===== src/rtl/lcd_scan_pkg.sv =====
package lcd_scan_pkg;
    typedef enum logic [2:0] {
        ST_IDLE,
        ST_PRIME,
        ST_SHIFT,
        ST_LATCH,
        ST_ADV
    } scan_state_e;
endpackage


===== src/rtl/lcd_beat_mux.sv =====
module lcd_beat_mux #(
    parameter int NIB = 4
) (
    input  logic [2*NIB-1:0] up_byte,
    input  logic [2*NIB-1:0] lo_byte,
    input  logic             beat,
    input  logic             wide,
    input  logic             dual,
    input  logic             en,
    output logic [2*NIB-1:0] vd
);
    localparam int LANES = 2;

    logic [NIB-1:0] up_nib;
    logic [NIB-1:0] lo_nib;

    // beat 0 carries the high nibble, beat 1 the low nibble
    assign up_nib = beat ? up_byte[NIB-1:0] : up_byte[2*NIB-1:NIB];
    assign lo_nib = beat ? lo_byte[NIB-1:0] : lo_byte[2*NIB-1:NIB];

    for (genvar g = 0; g < LANES; g++) begin : g_lane
        logic [NIB-1:0] lane_v;
        always_comb begin
            if (!en) begin
                lane_v = '0;
            end else if (dual) begin
                lane_v = (g == LANES - 1) ? up_nib : lo_nib;
            end else if (wide) begin
                lane_v = up_byte[g*NIB +: NIB];
            end else begin
                lane_v = (g == 0) ? up_nib : '0;
            end
        end
        assign vd[g*NIB +: NIB] = lane_v;
    end
endmodule


===== src/rtl/lcd_fetch_addr.sv =====
module lcd_fetch_addr #(
    parameter int ADDR_W = 16
) (
    input  logic              clk,
    input  logic              rst_n,
    input  logic              load,
    input  logic [ADDR_W-1:0] half_base,
    input  logic              step_up,
    input  logic              step_lo,
    output logic [ADDR_W-1:0] up_ptr,
    output logic [ADDR_W-1:0] lo_ptr
);
    always_ff @(posedge clk) begin
        if (!rst_n) begin
            up_ptr <= '0;
            lo_ptr <= '0;
        end else if (load) begin
            up_ptr <= '0;
            lo_ptr <= half_base;
        end else begin
            if (step_up) up_ptr <= up_ptr + ADDR_W'(1);
            if (step_lo) lo_ptr <= lo_ptr + ADDR_W'(1);
        end
    end
endmodule


===== src/rtl/lcd_line_ctr.sv =====
module lcd_line_ctr #(
    parameter int LINES_W = 10
) (
    input  logic               clk,
    input  logic               rst_n,
    input  logic               clear,
    input  logic               advance,
    input  logic [LINES_W-1:0] scan_last,
    output logic [LINES_W-1:0] line,
    output logic               at_last,
    output logic               ac
);
    assign at_last = (line == scan_last);

    always_ff @(posedge clk) begin
        if (!rst_n) begin
            line <= '0;
            ac   <= 1'b0;
        end else if (clear) begin
            line <= '0;
        end else if (advance) begin
            if (at_last) begin
                line <= '0;
                ac   <= ~ac;
            end else begin
                line <= line + LINES_W'(1);
            end
        end
    end

    // frame wrap returns to line 0 and flips the inversion signal
    assert_ac_wrap_R8: assert property (@(posedge clk) disable iff (!rst_n)
        (advance && !clear && at_last) |=> (line == '0 && ac != $past(ac)));
endmodule


===== src/rtl/lcd_scan_timer.sv =====
module lcd_scan_timer
    import lcd_scan_pkg::*;
#(
    parameter int ADDR_W  = 16,
    parameter int BYTES_W = 8,
    parameter int LINES_W = 10,
    parameter int LPW_W   = 4
) (
    input  logic               clk,
    input  logic               rst_n,
    input  logic [BYTES_W-1:0] cfg_bytes,
    input  logic [LINES_W-1:0] cfg_lines,
    input  logic               cfg_wide,
    input  logic               cfg_dual,
    input  logic [LPW_W-1:0]   cfg_lp_width,
    input  logic               cfg_panel_on,
    output logic               mem_rd,
    output logic [ADDR_W-1:0]  mem_addr,
    input  logic [7:0]         mem_rdata,
    output logic [7:0]         vd,
    output logic               sclk,
    output logic               lpulse,
    output logic               flm,
    output logic               acinv,
    output logic               panel_en
);
    localparam int DW     = 8;
    localparam int NIB    = DW / 2;
    localparam int LCNT_W = LPW_W + 1;

    scan_state_e state, state_nx;

    logic [1:0]         ph;
    logic [1:0]         ph_last;
    logic [BYTES_W-1:0] grp;
    logic [BYTES_W-1:0] n_last;
    logic [LCNT_W-1:0]  lcnt;
    logic [LCNT_W-1:0]  lp_last;
    logic [LPW_W-1:0]   w_eff;
    logic [DW-1:0]      cur_up, cur_lo, nxt_up, nxt_lo;
    logic               up_pend, lo_pend;
    logic               grp_long, more_grps;
    logic               fetch_up, fetch_lo;
    logic               frame_load, line_adv, at_last, ac_q;
    logic [LINES_W-1:0] scan_cnt, scan_last, line;
    logic [ADDR_W-1:0]  half_base, up_ptr, lo_ptr;
    logic               shift_en;
    logic [DW-1:0]      vd_w;

    // ---------------- configuration decode ----------------
    always_comb begin
        n_last    = (cfg_bytes == '0) ? '0 : cfg_bytes - BYTES_W'(1);
        grp_long  = cfg_dual | ~cfg_wide;
        ph_last   = grp_long ? 2'd3 : 2'd1;
        w_eff     = (cfg_lp_width == '0) ? LPW_W'(1) : cfg_lp_width;
        lp_last   = {w_eff, 1'b0} - LCNT_W'(1);
        scan_cnt  = cfg_dual ? (cfg_lines >> 1) : cfg_lines;
        scan_last = (scan_cnt == '0) ? '0 : scan_cnt - LINES_W'(1);
        half_base = ADDR_W'(cfg_lines >> 1) * (ADDR_W'(n_last) + ADDR_W'(1));
    end

    assign more_grps = (grp != n_last);

    // ---------------- next state ----------------
    always_comb begin
        state_nx = state;
        unique case (state)
            ST_IDLE:  state_nx = ST_PRIME;
            ST_PRIME: if (ph == 2'd3) state_nx = ST_SHIFT;
            ST_SHIFT: if (ph == ph_last && !more_grps) state_nx = ST_LATCH;
            ST_LATCH: if (lcnt == lp_last) state_nx = ST_ADV;
            ST_ADV:   state_nx = ST_PRIME;
            default:  state_nx = ST_IDLE;
        endcase
    end

    // ---------------- state register ----------------
    always_ff @(posedge clk) begin
        if (!rst_n) state <= ST_IDLE;
        else        state <= state_nx;
    end

    // ---------------- fetch requests ----------------
    // The next group is requested at the start of the current one
    always_comb begin
        fetch_up = (state == ST_PRIME && ph == 2'd0) ||
                   (state == ST_SHIFT && ph == 2'd0 && more_grps);
        fetch_lo = cfg_dual &&
                   ((state == ST_PRIME && ph == 2'd1) ||
                    (state == ST_SHIFT && ph == 2'd1 && more_grps));
    end

    assign mem_rd   = fetch_up | fetch_lo;
    assign mem_addr = fetch_lo ? lo_ptr : up_ptr;

    // ---------------- datapath ----------------
    always_ff @(posedge clk) begin
        if (!rst_n) begin
            ph       <= '0;
            grp      <= '0;
            lcnt     <= '0;
            cur_up   <= '0;
            cur_lo   <= '0;
            nxt_up   <= '0;
            nxt_lo   <= '0;
            up_pend  <= 1'b0;
            lo_pend  <= 1'b0;
            panel_en <= 1'b0;
        end else begin
            up_pend  <= fetch_up;
            lo_pend  <= fetch_lo;
            panel_en <= cfg_panel_on;
            if (up_pend) nxt_up <= mem_rdata;
            if (lo_pend) nxt_lo <= mem_rdata;
            unique case (state)
                ST_IDLE: begin
                    ph  <= '0;
                    grp <= '0;
                end
                ST_PRIME: begin
                    ph <= ph + 2'd1;
                    if (ph == 2'd3) begin
                        cur_up <= nxt_up;
                        cur_lo <= nxt_lo;
                        grp    <= '0;
                    end
                end
                ST_SHIFT: begin
                    if (ph == ph_last) begin
                        ph <= '0;
                        if (more_grps) begin
                            grp    <= grp + BYTES_W'(1);
                            // short groups take the returning byte directly
                            cur_up <= grp_long ? nxt_up : mem_rdata;
                            cur_lo <= nxt_lo;
                        end else begin
                            lcnt <= '0;
                        end
                    end else begin
                        ph <= ph + 2'd1;
                    end
                end
                ST_LATCH: lcnt <= lcnt + LCNT_W'(1);
                ST_ADV:   ph   <= '0;
                default:  ph   <= '0;
            endcase
        end
    end

    assign frame_load = (state == ST_IDLE) || (state == ST_ADV && at_last);
    assign line_adv   = (state == ST_ADV);

    lcd_fetch_addr #(.ADDR_W(ADDR_W)) u_addr (
        .clk       (clk),
        .rst_n     (rst_n),
        .load      (frame_load),
        .half_base (half_base),
        .step_up   (fetch_up),
        .step_lo   (fetch_lo),
        .up_ptr    (up_ptr),
        .lo_ptr    (lo_ptr)
    );

    lcd_line_ctr #(.LINES_W(LINES_W)) u_line (
        .clk       (clk),
        .rst_n     (rst_n),
        .clear     (state == ST_IDLE),
        .advance   (line_adv),
        .scan_last (scan_last),
        .line      (line),
        .at_last   (at_last),
        .ac        (ac_q)
    );

    lcd_beat_mux #(.NIB(NIB)) u_mux (
        .up_byte (cur_up),
        .lo_byte (cur_lo),
        .beat    (ph[1]),
        .wide    (cfg_wide),
        .dual    (cfg_dual),
        .en      (shift_en),
        .vd      (vd_w)
    );

    // ---------------- outputs ----------------
    always_comb begin
        shift_en = (state == ST_SHIFT);
        sclk     = (state == ST_SHIFT) && !ph[0];
        lpulse   = (state == ST_LATCH);
        flm      = (state != ST_IDLE) && (line == '0);
        acinv    = ac_q;
        vd       = vd_w;
    end

    // ---------------- assertions ----------------
    // data holds across every shift clock fall
    assert_vd_hold_R2: assert property (@(posedge clk) disable iff (!rst_n)
        $fell(sclk) |-> $stable(vd));
    // shift clock is quiet under the latch pulse
    assert_sclk_quiet_R6: assert property (@(posedge clk) disable iff (!rst_n)
        lpulse |-> !sclk);
    // latch pulse lasts at least two cycles
    assert_lp_min_R6: assert property (@(posedge clk) disable iff (!rst_n)
        $rose(lpulse) |=> lpulse);
    // marker is steady where the row driver samples it
    assert_flm_hold_R7: assert property (@(posedge clk) disable iff (!rst_n)
        $fell(lpulse) |-> $stable(flm));
endmodule


===== config.mk =====
export PLATFORM = sky130hd
export DESIGN_NAME = lcd_scan_timer
export DESIGN_NICKNAME = d
export VERILOG_FILES = /design/src/rtl/lcd_scan_pkg.sv /design/src/rtl/lcd_beat_mux.sv /design/src/rtl/lcd_fetch_addr.sv /design/src/rtl/lcd_line_ctr.sv /design/src/rtl/lcd_scan_timer.sv
export SDC_FILE = /design/constraint.sdc
export NUM_CORES = 1
export LEC_CHECK = 0
export BUFFER_PORTS_ARGS = -buffer_cell sky130_fd_sc_hd__buf_4
export CAP_MARGIN = 25
export CORE_MARGIN = 2
export CORE_UTILIZATION = 67
export CTS_CLUSTER_DIAMETER = 200
export DETAILED_ROUTE_END_ITERATION = 8
export PLACE_DENSITY = 0.87
export SLEW_MARGIN = 10
export SYNTH_ARGS = -nofsm -noshare
export SYNTH_HDL_FRONTEND = slang
export SYNTH_SLANG_ARGS = --single-unit

===== constraint.sdc =====
create_clock -name clk -period 12.1 [get_ports clk]
set_input_delay 1.815 -clock clk [delete_from_list [all_inputs] [get_ports clk]]
set_output_delay 1.815 -clock clk [all_outputs]
set_load 0.005 [all_outputs]

## Word level (Yosys, flattened, before mapping)

Index checks and enable logic that the tools add are counted.

| cells by class | value |
|---|---|
| $add $sub $neg | 10 |
| multiply operators | 1 |
| divide/modulo/power cells | 0 |
| $lt $le $gt $ge | 0 |
| equality and inequality tests | 16 |
| shifts and indexed selects | 0 |
| multiplexer cells | 39 |
| bitwise gates (word level) | 6 |
| reductions and logical operators | 35 |

Operators by type and width:

| kind | number |
|---|---|
| 8-bit two-way mux | 11 |
| 16-bit two-way mux | 3 |
| 4-bit two-way mux | 9 |
| 16-bit by 1-bit adder with 16-bit output, second input constant | 2 |
| 8-bit case mux with 2 select lines | 2 |
| 10-bit two-way mux | 3 |
| 8-bit case mux with 3 select lines | 1 |
| 10-bit logical NOT | 2 |
| 9-bit by 9-bit multiplier with 16-bit output | 1 |
| 3-bit case mux with 4 select lines | 1 |
| 1-bit logical AND | 11 |
| 10-bit by 1-bit adder with 10-bit output, second input constant | 1 |
| 10-bit == test | 1 |
| 5-bit two-way mux | 2 |
| 2-bit inequality test, second input constant | 5 |
| 5-bit case mux with 2 select lines | 1 |
| 10-bit by 1-bit subtractor with 10-bit output, second input constant | 1 |
| 8-bit by 1-bit adder with 9-bit output, second input constant | 1 |
| 3-bit two-way mux | 3 |
| 3-bit AND reduction | 3 |
| 8-bit by 1-bit adder with 8-bit output, second input constant | 1 |
| 8-bit logical NOT | 1 |
| 8-bit inequality test | 1 |
| 4-bit AND reduction | 2 |
| other kinds (24) | 38 |

| storage, ports and cells | value |
|---|---|
| register bits after elaboration | 96 |
| latch bits | 0 |
| memory bits (writable) | 0 |
| memory bits (read-only) | 0 |
| input port bits | 35 |
| output and inout port bits | 30 |
| logic and storage cells | 122 |
| memories | 0 |

## Logic depth before layout (Yosys ltp)

Gate-level depths: netlist (run 1).

| logic depth | value |
|---|---|
| depth after elaboration | 8 |
| mapped depth | 30 |
| depth with buffers taken out | 30 |

## Modules after synthesis

Synthesis (run 1) repeated with hierarchy kept, for this count alone.

| unflattened totals | value |
|---|---|
| cell total of the unflattened synthesis | 1080 |
| area, all modules | 8903.5 um^2 |

Modules (own cells, without submodules):

| module | times used | cells each | area each (um^2) | seq. area each (um^2) |
|---|---|---|---|---|
| lcd_scan_timer | 1 | 788 | 6442.4 | 1061.0 |
| lcd_fetch_addr | 1 | 186 | 1554.0 | 640.6 |
| lcd_line_ctr | 1 | 72 | 614.3 | 220.2 |
| lcd_beat_mux | 1 | 34 | 292.8 | 0.0 |

## Worst setup path after synthesis (run 1)

Ideal clock, no wire load.

| timing path | value |
|---|---|
| path kind | in2reg |
| start | in cfg_bytes[5] |
| end | reg u_addr.lo_ptr[14] |
| library setup time | 117 ps |
| arrival | 7590 ps |
| required time | 11983 ps |
| slack | 4393 ps |
| stages | 27 |
| path buffers | 2 |
| cell sequence | buf_2 > or4_1 > buf_2 > nor2_8 > nor2_1 > ha_1 > and2_1 > a21boi_0 > nand2_1 > xnor2_1 > nand2b_1 > fa_1 > fa_1 > inv_1 > fa_1 > inv_1 > fa_1 > inv_1 > ha_1 > inv_1 > a21oi_1 > o21ai_0 > a21oi_1 > o21a_1 > o21a_1 > or3_1 > a32o_1 |

| on the way | value |
|---|---|
| longest elaborated chain between the ends | 7 |
| elaborated cells between the ends (all ways) | 11 |
| those cells by class | add/sub: 2; mul: 1; eq/ne: 1; mux: 2; reduce/logical: 5 |

RTL lines:

| what | RTL line | text |
|---|---|---|
| from (decl) | lcd_scan_timer.sv:11 | `input logic [BYTES_W-1:0] cfg_bytes,` |
| 8-bit by 1-bit subtractor with 8-bit output or 8-bit logical NOT (tied branches) | lcd_scan_timer.sv:52 | `n_last = (cfg_bytes == '0) ? '0 : cfg_bytes - BYTES_W'(1);` |
| 8-bit two-way mux (*) | lcd_scan_timer.sv:52 |  |
| parallel branches: the longest is 5 deep, another holds 9-bit by 9-bit multiplier with 16-bit output | -- |  |
| to (signal assigned) | lcd_fetch_addr.sv:19 | `lo_ptr <= half_base;` |
| to (signal assigned) | lcd_fetch_addr.sv:22 | `if (step_lo) lo_ptr <= lo_ptr + ADDR_W'(1);` |
| to (decl) | lcd_fetch_addr.sv:11 | `output logic [ADDR_W-1:0] lo_ptr` |

Mark *: on every way between the ends.
A chain may end at the register's enable or synchronous reset.

## Final worst setup path (run 1)

| timing path | value |
|---|---|
| start | in cfg_bytes[0] |
| end | reg u_addr.lo_ptr[15] |

The elaborated chain is that of the path after synthesis.

==> impl_summary.md, run 1 <==
STA
Headroom to the max-slew limit came out at 28.1%. The setup skew after layout is 10.4 ps. The slew at the pin with the worst max-slew slack is 1080 ps. The max-slew violation count was 0. The aggregate negative setup slack is 0 ps. The maximum frequency from static timing analysis is 0.122 GHz.

The count of final hold-check violations is 0. Setup repair after global routing left no endpoint under its margin. The portion of the clock cycle consumed by the worst path in the final layout is 67.7%. After layout, the worst setup slack is 3910 ps. The post-layout minimum cycle time is 8190 ps.

Setup violations remaining at the end of the flow were counted as 0.

Synth
Summing the sequential cell areas from Yosys gives 22.2% of the chip area. For this run, the leading register cell type out of synthesis is dfxtp_1. The synthesized design contains 0 enable-type register cells.

The number of warnings printed during yosys synthesis is 0. The number of storage elements in the synthesis netlist is 96. The average cell area after synthesis is 7.95 µm². The net count after synthesis is 1219.

The synthesized netlist occupies a cell area of 8660 µm². Of all flip-flops after synthesis, the portion carrying an async set or reset was 0%. The synthesized netlist cell count is 1090. Synthesis instantiated 75 different standard cells from the library.

Global routing
Global routing used 30.0% of the available tracks. The wire length of the first global-routing pass is 34600 µm. The maximum number of pins on one net before global-route repair is 44. For this run the aggregate overflow at the end of global routing stands at 0. The number of global-route vias before repair came to 7324.

The number of antenna violations at the first check in global routing came to 0.

Placement
After detailed placement, the total cell area comes to 9130 µm². Prior to clock tree synthesis, the placed netlist has a worst setup slack of 3610 ps. In this run the tool buffered the top-level ports with 64 buffer cells. The HPWL after detailed placement is 15200 µm.

The congestion estimate from routability-driven global placement came to 0.958.

Critical path
The internal reg-to-reg setup slack is 8780 ps. The kind of end point of the critical path is a flip-flop. The reg-to-reg critical path startpoint is grp[4]. The required time of the worst setup path is 12340 ps. The kind of critical path is in2reg. Along the worst path, the maximum fanout reaches 10. For this run, the slowest stage of the critical path takes 640 ps. The endpoint identified for the worst register-to-register timing path is u_addr.lo_ptr[9]. The logic depth of the worst register-to-register path is 10. The worst-path cell with the longest stage delay is xnor2_1.

Among the stages of the critical path, the cell type that occurs most often is inv_1. The startpoint type of the worst setup path is an input port. The critical path arrival is 8420 ps.

Clock network
The post-CTS setup buffer count is 0. The source-to-sink clock delay at the later pin of the worst-skew pair is 350 ps. The number of buffers between clock root and the deepest sink is 2. The TritonCTS clock tree is done.

The clock root buffer is clkbuf_16. The number of gates given a new drive strength after cts is 0. The tree built by TritonCTS fans out to 96 sinks. The H-tree was split into 3 levels. The clock input transition at the sequential cells of the worst setup and hold paths is 70 ps. The quantity of hold-fixing buffers added after cts is 0. The total clock buffers created by CTS is 9.

Pwr
The leakage dissipation is 4.01 nW. The reported net switching power is 0.493 mW. The relative contribution of sequential cells to total power is 29.3%. After layout, the design draws a total of 1.23 mW. Across the VDD grid, the largest voltage drop is 0.0985 mV. The ratio of total power to cell area is 131 nW/µm². In this run switching power makes up 40.0% of total power. The share of total power dissipated in the clock network is 23.4%. The total internal power is 0.741 mW. Of the total power, combinational logic draws 47.3%.

Final layout
The final layout contains 1243 nets. The layout has 1004 filler cells. The area growth from synthesis to final layout is 9.01%. The fraction of layout cells with a size suffix above 1 is 9.39%.

The post-route cell area is 9440 µm². Summing all multi-input logic gate instances after layout gives 6130 µm². The flip-flop and latch area is 1920 µm². 0 antenna diodes ended up in the layout.

Floorplanning
The die covers 13900 µm². The core box area is 12600 µm². In this run the count of I/O pins placed on the die edge is 65. The standard-cell row count is 41. From left edge to right edge, the die measures 118 µm. The starting utilization of the core area is 68.6%. From bottom edge to top edge, the die measures 118 µm.

Route
The number of nets with antenna violations after detailed routing is 0. The per-cell via count in the routed design is 6.00. The final layout contains routed wiring with a total length of 20600 µm. The detailed-route via count is 7735.

The total iterations of the first detailed-routing run is 5. The remaining routing DRC violations is 0. In this run, the number of DRC markers left after iteration 0 of detailed routing was 716.

The routed length per placed instance is 16.0 µm.

Status
The run finished with clean final reports.

Min path
The hold path depth is 2. The kind of path behind the tightest hold check is reg2reg. The worst hold path endpoint is cur_lo[2]. The worst hold path begins at cur_lo[2].

Job
The max capacitance violation total is 0.
-- critical path, delay by kind of cell --
kind,cells,cell delay [ps]
XOR/XNOR,2,720
buffers and inverters,6,480
AO/OA/AOI/OAI,8,1640
AND/OR/NAND/NOR,4,1150
adder cells (fa/ha/maj),7,2590
-- worst max-delay path by stage --
stage                 startpoint                end  slack [ps]  depth (start not counted)
floorplan           cfg_bytes[5]  u_addr.lo_ptr[14]        4390                         27
CTS                 cfg_bytes[0]  u_addr.lo_ptr[15]        3950                         27
finish              cfg_bytes[0]  u_addr.lo_ptr[15]        3910                         27
detailed placement  cfg_bytes[0]  u_addr.lo_ptr[15]        3610                         27
global placement    cfg_bytes[0]  u_addr.lo_ptr[14]        3800                         26
global route        cfg_bytes[0]  u_addr.lo_ptr[15]        3440                         27
-- per-stage QoR --
step / hold slack (ps) / utilization [%] / instances
2_1_floorplan: 460 / - / 1090
3_3_place_gp: 473 / 72.4 / 1274
3_5_place_dp: 488 / 72.4 / 1274
4_1_cts: 505 / 74.7 / 1289
5_1_grt: 522 / 74.8 / 1290
6_report: 497 / 74.8 / 1290
-- registers in the layout (all words and copies together) (netlist names), 2 cells and up --
signal	count
nxt_lo	8
grp	8
nxt_up	8
cur_up	8
lcnt	5
u_line.line	10
cur_lo	8
state	3
u_addr.lo_ptr	16
ph	2
u_addr.up_ptr	16
-- layer usage --
| layer | global-route usage, % | wire (µm) | up-vias |
|---|---|---|---|
| li1 | - | - | 3733 |
| met1 | 39.7 | 8880 | 3681 |
| met2 | 50.7 | 9970 | 283 |
| met3 | 3.73 | 1320 | 38 |
| met4 | 10.7 | 453 | 0 |
| met5 | 0 | 0 | - |
-- area by class of cell --
cell class                 instances  area share [%]
clock inverter                     5           0.676
multi-input combinational        839            64.9
clock buffer                      10            2.43
timing repair buffer              66            5.33
sequential                        96            20.4
tap                              172            2.28
inverter                         102            4.06
-- logic make-up after synthesis --
group,synth area share (%)
buf+inv,7.08
flops,22.2
compound gates,14.0
mux,5.55
simple gates,25.0
xor+xnor,8.38
fa+ha+maj,17.8
-- cells in the mapped netlist, types with 7 or more instances --
cell	instances	area (µm²)
dfxtp_1	96	1920
a21o_1	7	52.6
mux2i_1	48	480
nor3_1	22	110
or3_1	12	75.1
a211oi_1	21	158
nand3_1	28	140
clkbuf_1	38	143
nand4_1	15	93.8
nor2_1	120	450
ha_1	45	563
buf_2	10	50.1
nor4_1	8	50.1
xnor2_1	43	377
a21oi_1	35	175
o211ai_1	11	82.6
o21ai_1	12	60.1
nor2b_1	19	119
and3_1	14	87.6
xor2_1	38	333
nand2_1	128	480
o21a_1	7	52.6
fa_1	49	981
o21ai_0	24	120
and2_1	39	244
inv_1	101	379
-- cells in the final DEF (no fill, tap or decap), drive strengths merged, types with 6 or more instances in the layout --
cell / n
and3: 14
nor4: 10
dfxtp: 96
buf: 66
o31ai: 6
o21a: 7
ha: 45
a21o: 7
nor3: 23
nand3: 28
a211oi: 21
xor2: 38
a21oi: 36
and2: 39
or4: 6
inv: 103
nor2b: 19
nor2: 122
nand4: 15
o211ai: 11
or2: 6
o21ai: 37
xnor2: 44
a32oi: 6
or3: 12
clkbuf: 10
mux2i: 48
nand2b: 6
nand2: 128
fa: 49
-- power groups by stage --
stage	sequential [mW]	combinational (mW)	clock, mW
2_1_floorplan	0.359	0.440	0
3_3_place_gp	0.367	0.551	0
3_5_place_dp	0.367	0.572	0
4_1_cts	0.360	0.578	0.292
5_1_grt	0.363	0.663	0.304
6_report	0.362	0.584	0.289
Power figures use the tool's default switching activity.
==> run 2: changes to the inputs <==
--- a/config.mk
+++ b/config.mk
@@ -8,10 +8,10 @@
 export BUFFER_PORTS_ARGS = -buffer_cell sky130_fd_sc_hd__buf_4
 export CAP_MARGIN = 25
 export CORE_MARGIN = 2
-export CORE_UTILIZATION = 67
+export CORE_UTILIZATION = 62
 export CTS_CLUSTER_DIAMETER = 200
 export DETAILED_ROUTE_END_ITERATION = 8
-export PLACE_DENSITY = 0.87
+export PLACE_DENSITY = 0.82
 export SLEW_MARGIN = 10
 export SYNTH_ARGS = -nofsm -noshare
 export SYNTH_HDL_FRONTEND = slang
==> constraint.sdc (replaced) <==
create_clock -name clk -period 8.49 [get_ports clk]
set_input_delay 1.2735 -clock clk [delete_from_list [all_inputs] [get_ports clk]]
set_output_delay 1.2735 -clock clk [all_outputs]
set_load 0.005 [all_outputs]
==> run 2 against run 1 <==
Effect of this change: cell count up 0.70%; critical path depth up 2; register-to-register slack worse by 3500 ps; clock-buffer cell count up 1; flip-flop and latch count unchanged; worst hold slack worse by 1.0 ps; utilization down 6.2 points; critical path type unchanged; largest cell class unchanged; largest power group unchanged.
==> impl_summary.md, run 2 (synthesis results as in run 1) <==
Global routing
The maximum number of pins on one net before global-route repair is 44 (unchanged). The wire length of the first global-routing pass is 34200 µm (-1.2%). The total track usage was 28.5% (-1.6 points). The remaining global-route overflow is 0 (unchanged). The number of antenna violations at the first check in global routing is 0 (unchanged). The number of global-route vias before repair is 7168 (-2.1%).

Clock network
The clock input transition at the sequential cells of the worst setup and hold paths is 70 ps (about the same). The TritonCTS clock tree is done. The number of gates given a new drive strength after cts is 0 (unchanged). The post-CTS setup buffer count was 0 (unchanged).

The quantity of hold-fixing buffers added after cts is 0 (unchanged). The total clock buffers created by CTS came to 9 (unchanged). The source-to-sink clock delay at the later pin of the worst-skew pair is 350 ps (about the same). The total number of H-tree levels is 3 (unchanged).

The clock sink count is 96 (unchanged). The number of buffers between clock root and the deepest sink is 2 (unchanged). The clock root buffer is clkbuf_16.

Critical path
The logic depth of the worst register-to-register path is 9 (-1). On the critical path the largest part of the delay comes from adder cells. The internal reg-to-reg setup slack was 5260 ps (-3520 ps). The kind of critical path is in2reg. The reg-to-reg critical path startpoint is grp[4]. The largest incremental delay on the critical path is 570 ps (-70 ps).

The worst-path cell with the longest stage delay is fa_1. The critical path arrival is 7860 ps (-560 ps). The combined buffer and inverter count along the critical path is 7 (+1). STA classifies the critical path startpoint as an input port.

The worst-path maximum fanout is 10 (unchanged). The reg-to-reg critical path endpoint is u_addr.lo_ptr[9]. Counting stages on the worst path, the most repeated cell is inv_1. The worst setup path is captured at a flip-flop. The required time of the worst setup path was 8730 ps (-3610 ps).

Pwr
The overall power after layout is 1.77 mW (+43%). The total internal power came to 1.06 mW (+43%). The fraction of power spent switching nets was 40.1% (+0.14 points). The relative contribution of sequential cells to total power came to 29.1% (-0.2 points).

The maximum ir drop on the vdd rail is 0.148 mV (+50%). The portion of total power attributed to the clock network is 23.2% (-0.2 points). The ratio of total power to cell area is 187 nW/µm² (+43%). The leakage dissipation was 4.01 nW (about the same). The reported net switching power is 0.710 mW (+44%). The combinational power share is 47.8% (+0.5 points).

STA
The max-slew violation count is 0 (unchanged). Based on the critical path, the design can be clocked at up to 0.131 GHz. The remaining max-slew budget at the tightest pin was 29.8% (+1.7 points). Dividing the final minimum period by the clock period gives 89.7%. The aggregate negative setup slack was 0 ps (unchanged). The worst hold slack after final layout is 496 ps (-0.999 ps). The final number of setup-violating endpoints is 0 (unchanged).

The post-layout minimum cycle time is 7620 ps. The setup skew after layout is 7.08 ps (-3.28 ps). The count of final hold-check violations is 0 (unchanged).

The smallest setup slack after layout came to 872 ps (-3040 ps). The slew at the pin with the worst max-slew slack is 1050 ps (-25.2 ps). Setup repair after global routing left no endpoint under its margin.

Route
The final wirelength is 20500 µm (-0.53%). The routed length per placed instance was 15.8 µm (-1.2%). The total iterations of the first detailed-routing run came to 5 (unchanged). The number of design-rule violations left by the first detailed-router iteration is 786 (+9.8%). The per-cell via count in the routed design is 5.88 (-1.9%). The number of nets with antenna violations after detailed routing came to 0 (unchanged).

The detailed-route via count is 7639 (-1.2%). The remaining routing DRC violations is 0 (unchanged).

Floorplanning
The starting utilization of the core area is 62.9% (-5.7 points). The width of the chip is 122 µm (+3.8%). The core box area is 13800 µm² (+9.1%). The area of the die is 14900 µm² (+7.8%). The standard-cell row count is 43 (+4.9%).

The count of pins on the block boundary is 65 (unchanged). The overall die height is 122 µm (+3.8%).

Final layout
The area growth from synthesis to layout is 9.17%. The fraction of layout cells with a size suffix above 1 is 9.38% (about the same). The library cell used most frequently in the layout, excluding fill and tap cells, is nand2_1. In the layout the commonest cells are nand2_1 (128), nor2_1 (120), inv_1 (101). The utilization of the core after routing is 68.7% (-6.2 points). The post-layout net count was 1243 (unchanged). The non-filler instance count after layout is 1299 (+0.70%). The largest registers in the layout are u_addr.lo_ptr (16), u_addr.up_ptr (16), u_line.line (10). The diode insertion count for antenna repair came to 0 (unchanged). The post-route cell area came to 9460 µm² (+0.15%).

Min path
The critical hold path startpoint is nxt_lo[4]. The kind of path behind the tightest hold check is reg2reg. The worst hold path endpoint is nxt_lo[4]. The hold path depth is 2 (unchanged).

Status
The run finished with clean final reports.

Placement
The final weighted congestion of routability-driven global placement came to 0.944 (-1.5%). The HPWL after detailed placement was 15300 µm (+0.83%). The post-placement setup slack was 570 ps (-3040 ps). The count of input and output buffers is 64 (unchanged).

The placed instance area was 9140 µm² (+0.11%). The total placed cells including tap cells is 1282 (+0.63%).

Job
The max capacitance violation total is 0 (unchanged).
-- run 2: cell type report --
class / instances / area (µm²)
well taps: 180 / 225
multi-input cells: 839 / 6130
inverters: 102 / 383
clock buffers: 11 / 233
clock inverters: 5 / 63.8
fillers: 1180 / 4320
repair buffers: 66 / 503
flip-flops and latches: 96 / 1920
-- run 2: power groups by stage --
stage	Clock [mW]	Combinational, mW	Sequential (mW)
finish	0.410	0.845	0.514
global route	0.438	0.964	0.518
CTS	0.418	0.844	0.513
detailed placement	0	0.833	0.522
global placement	0	0.809	0.522
floorplan	0	0.626	0.512
-- run 2: how the worst max path moves through the flow --
stage                  from  slack [ps]                end  depth (start not counted)
2_1_floorplan  cfg_bytes[5]        1320  u_addr.lo_ptr[14]                         27
6_report       cfg_bytes[0]         870  u_addr.lo_ptr[14]                         29
5_1_grt        cfg_bytes[0]         410  u_addr.lo_ptr[14]                         29
4_1_cts        cfg_bytes[0]         940  u_addr.lo_ptr[15]                         27
3_3_place_gp   cfg_bytes[0]         760  u_addr.lo_ptr[14]                         29
3_5_place_dp   cfg_bytes[0]         570  u_addr.lo_ptr[15]                         27
-- run 2: tightest hold or removal path: stages, from the launching register on --
cell	delay [ps]
dfxtp_1	330
mux2i_1	70
nor2_1	70
-- run 2: layer usage --
layer  global-route usage [%]  part of all wire, %  up-vias
li1                         -                    -     3721
met1                     38.8                   45     3607
met2                     46.8                   47      277
met3                     3.56                  6.3       34
met4                     9.70                  2.1        0
met5                        0                    0        -
==> run 3: changes to the inputs <==
--- a/config.mk
+++ b/config.mk
@@ -9,6 +9,7 @@
 export CAP_MARGIN = 25
 export CORE_MARGIN = 2
 export CORE_UTILIZATION = 62
+export CTS_BUF_LIST = sky130_fd_sc_hd__clkbuf_16
 export CTS_CLUSTER_DIAMETER = 200
 export DETAILED_ROUTE_END_ITERATION = 8
 export PLACE_DENSITY = 0.82
==> run 3 against run 2 <==
Effect of this change: first-iteration DRC count grew 0.25%; utilization is the same; clock-buffer cell count shrank 2; via count is essentially flat; total power is essentially flat; register-to-register slack is essentially flat; clock power is essentially flat; maximum frequency is essentially flat; combinational power is essentially flat; highest routed layer unchanged; clock skew is essentially flat; critical path type unchanged; final area is the same.
==> impl_summary.md, run 3 (synthesis results as in run 1) <==
Status
The flow ran to the end, and the final reports show no timing, DRC or antenna violations.

Critical path
The largest incremental delay on the critical path was 570 ps (about the same). The required time of the worst setup path is 8730 ps (about the same). The startpoint type of the worst setup path is an input port. Among all stages on the critical path, the largest delay is contributed by fa_1.

The kind of critical path is in2reg. The worst-path maximum fanout is 10 (unchanged). The critical path arrival is 7860 ps (about the same). The kind of end point of the critical path is a flip-flop. Among the stages of the critical path, the cell type that occurs most often is inv_1.

Final layout
The commonest non-fill, non-tap cell in the layout is nand2_1. The largest registers in the layout are u_addr.lo_ptr (16), u_addr.up_ptr (16), u_line.line (10). The post-layout net count is 1243 (unchanged).

The filler cell count is 1180 (unchanged). In the layout the commonest cells are nand2_1 (128), nor2_1 (120), inv_1 (103). The diode insertion count for antenna repair came to 0 (unchanged). The area growth from synthesis to final layout is 9.17% (unchanged).

The fraction of layout cells with a size suffix above 1 is 9.38% (unchanged).

STA
The final number of setup-violating endpoints is 0 (unchanged). The setup skew after layout came to 7.53 ps (+0.455 ps). The remaining max-slew budget at the tightest pin came to 30.2% (+0.37 points).

The count of final hold-check violations is 0 (unchanged). The max-slew violation count is 0 (unchanged). Setup repair after global routing left no endpoint under its margin.

The slew at the pin with the worst max-slew slack came to 1040 ps (-5.60 ps). The post-layout minimum cycle time is 7620 ps (+6.56 ps). The maximum frequency from static timing analysis came to 0.131 GHz (about the same).

The portion of the clock cycle consumed by the worst path in the final layout is 89.8% (about the same). The worst hold slack after final layout is 496 ps (-0.210 ps). The aggregate negative setup slack was 0 ps (unchanged).

Floorplanning
The starting utilization of the core area was 62.9% (unchanged). The area of the die is 14900 µm² (unchanged). The count of pins on the block boundary is 65 (unchanged).

The core box area is 13800 µm² (unchanged). The standard-cell row count is 43 (unchanged). The overall die height is 122 µm (unchanged).

The width of the chip is 122 µm (unchanged).

Job
The max capacitance violation total came to 0 (unchanged).

Clock network
The quantity of hold-fixing buffers added after cts is 0 (unchanged). TritonCTS built the clock tree. The number of buffers between clock root and the deepest sink came to 2 (unchanged).

The number of gates given a new drive strength after cts was 0 (unchanged). The total clock buffers created by CTS is 9 (unchanged). The clock input transition at the sequential cells of the worst setup and hold paths is 70 ps (about the same). The total number of H-tree levels is 3 (unchanged).

The source-to-sink clock delay at the later pin of the worst-skew pair is 350 ps (about the same). In this run the clock root is driven by a clkbuf_16. The post-CTS setup buffer count was 0 (unchanged). The clock sink count is 96 (unchanged).

Min path
The min-delay analysis places its worst path in the category reg2reg.

Global routing
The total track usage came to 28.5% (unchanged). The remaining global-route overflow came to 0 (unchanged). The number of global-route vias before repair is 7168 (unchanged). The maximum number of pins on one net before global-route repair was 44 (unchanged). The number of antenna violations at the first check in global routing is 0 (unchanged). The wire length of the first global-routing pass was 34200 µm (unchanged).

Route
The routed length per placed instance was 15.8 µm (about the same). The routed metal-1 wirelength is 9100 µm (-1.1%). The number of nets with antenna violations after detailed routing came to 0 (unchanged). The final wirelength is 20500 µm (about the same). The met2 wirelength from detailed routing came to 9640 µm (+0.61%). After detailed routing, no signal wire sits above met4. The remaining routing DRC violations is 0 (unchanged). The number of design-rule violations left by the first detailed-router iteration is 788 (+0.25%).

The per-cell via count in the routed design is 5.88 (about the same). The met3 layer wire length in the routed design is 1330 µm (+2.5%). The detailed-route via count is 7641 (+0.026%). The total iterations of the first detailed-routing run is 5 (unchanged).

Placement
The count of input and output buffers is 64 (unchanged). The final weighted congestion of routability-driven global placement is 0.944 (unchanged). The HPWL after detailed placement is 15300 µm (unchanged).

Pwr
The leakage dissipation is 4.02 nW (+0.21%). The ratio of total power to cell area is 187 nW/µm² (about the same). The maximum ir drop on the vdd rail is 0.147 mV (-0.32%).
[run 3: final timing paths]
check	from	endpoint	slack, ps	cells past startpoint
setup / recovery	cfg_bytes[0]	u_addr.lo_ptr[14]	870	29
hold / removal	nxt_lo[4]	nxt_lo[4]	500	2
setup reg to reg	grp[4]	u_addr.lo_ptr[9]	5260	9
hold reg to reg	nxt_lo[4]	nxt_lo[4]	500	2
[run 3: worst max-delay path: cells and delay by family]
| family | cells | cell delay (ps) |
|---|---|---|
| simple gates | 7 | 1710 |
| xor+xnor | 1 | 340 |
| buf+inv | 7 | 600 |
| fa+ha+maj | 7 | 2810 |
| compound gates | 7 | 1110 |
[run 3: layout make-up]
class	instances	area (µm²)	share of cell area, %
Inverter	102	383	4.05
Clock inverter	7	71.3	0.754
Tap cell	180	225	2.38
Sequential cell	96	1920	20.3
Multi-Input combinational cell	839	6130	64.8
Clock buffer	9	225	2.38
Timing Repair Buffer	66	503	5.32
[run 3: through the flow]
step / util (%) / setup WS [ps] / cells / area (µm²) / power, mW
6_report: 68.7 / 865 / 1299 / 9460 / 1.77
5_1_grt: 68.7 / 408 / 1299 / 9460 / 1.92
4_1_cts: 68.5 / 943 / 1298 / 9440 / 1.77
3_5_place_dp: 66.4 / 570 / 1282 / 9140 / 1.36
3_3_place_gp: 66.4 / 758 / 1282 / 9140 / 1.33
2_1_floorplan: - / 1320 / 1090 / 8660 / 1.14
[run 3: power breakdown]
part	switching, mW	internal (mW)
Sequential	0.0344	0.480
Combinational	0.498	0.349
Clock	0.178	0.229
Total	0.710	1.06
[run 3: metal layers]
metal,global-route usage [%],vias up
met5,0,-
met4,9.70,0
met3,3.56,36
met2,46.8,291
met1,38.8,3591
li1,-,3723
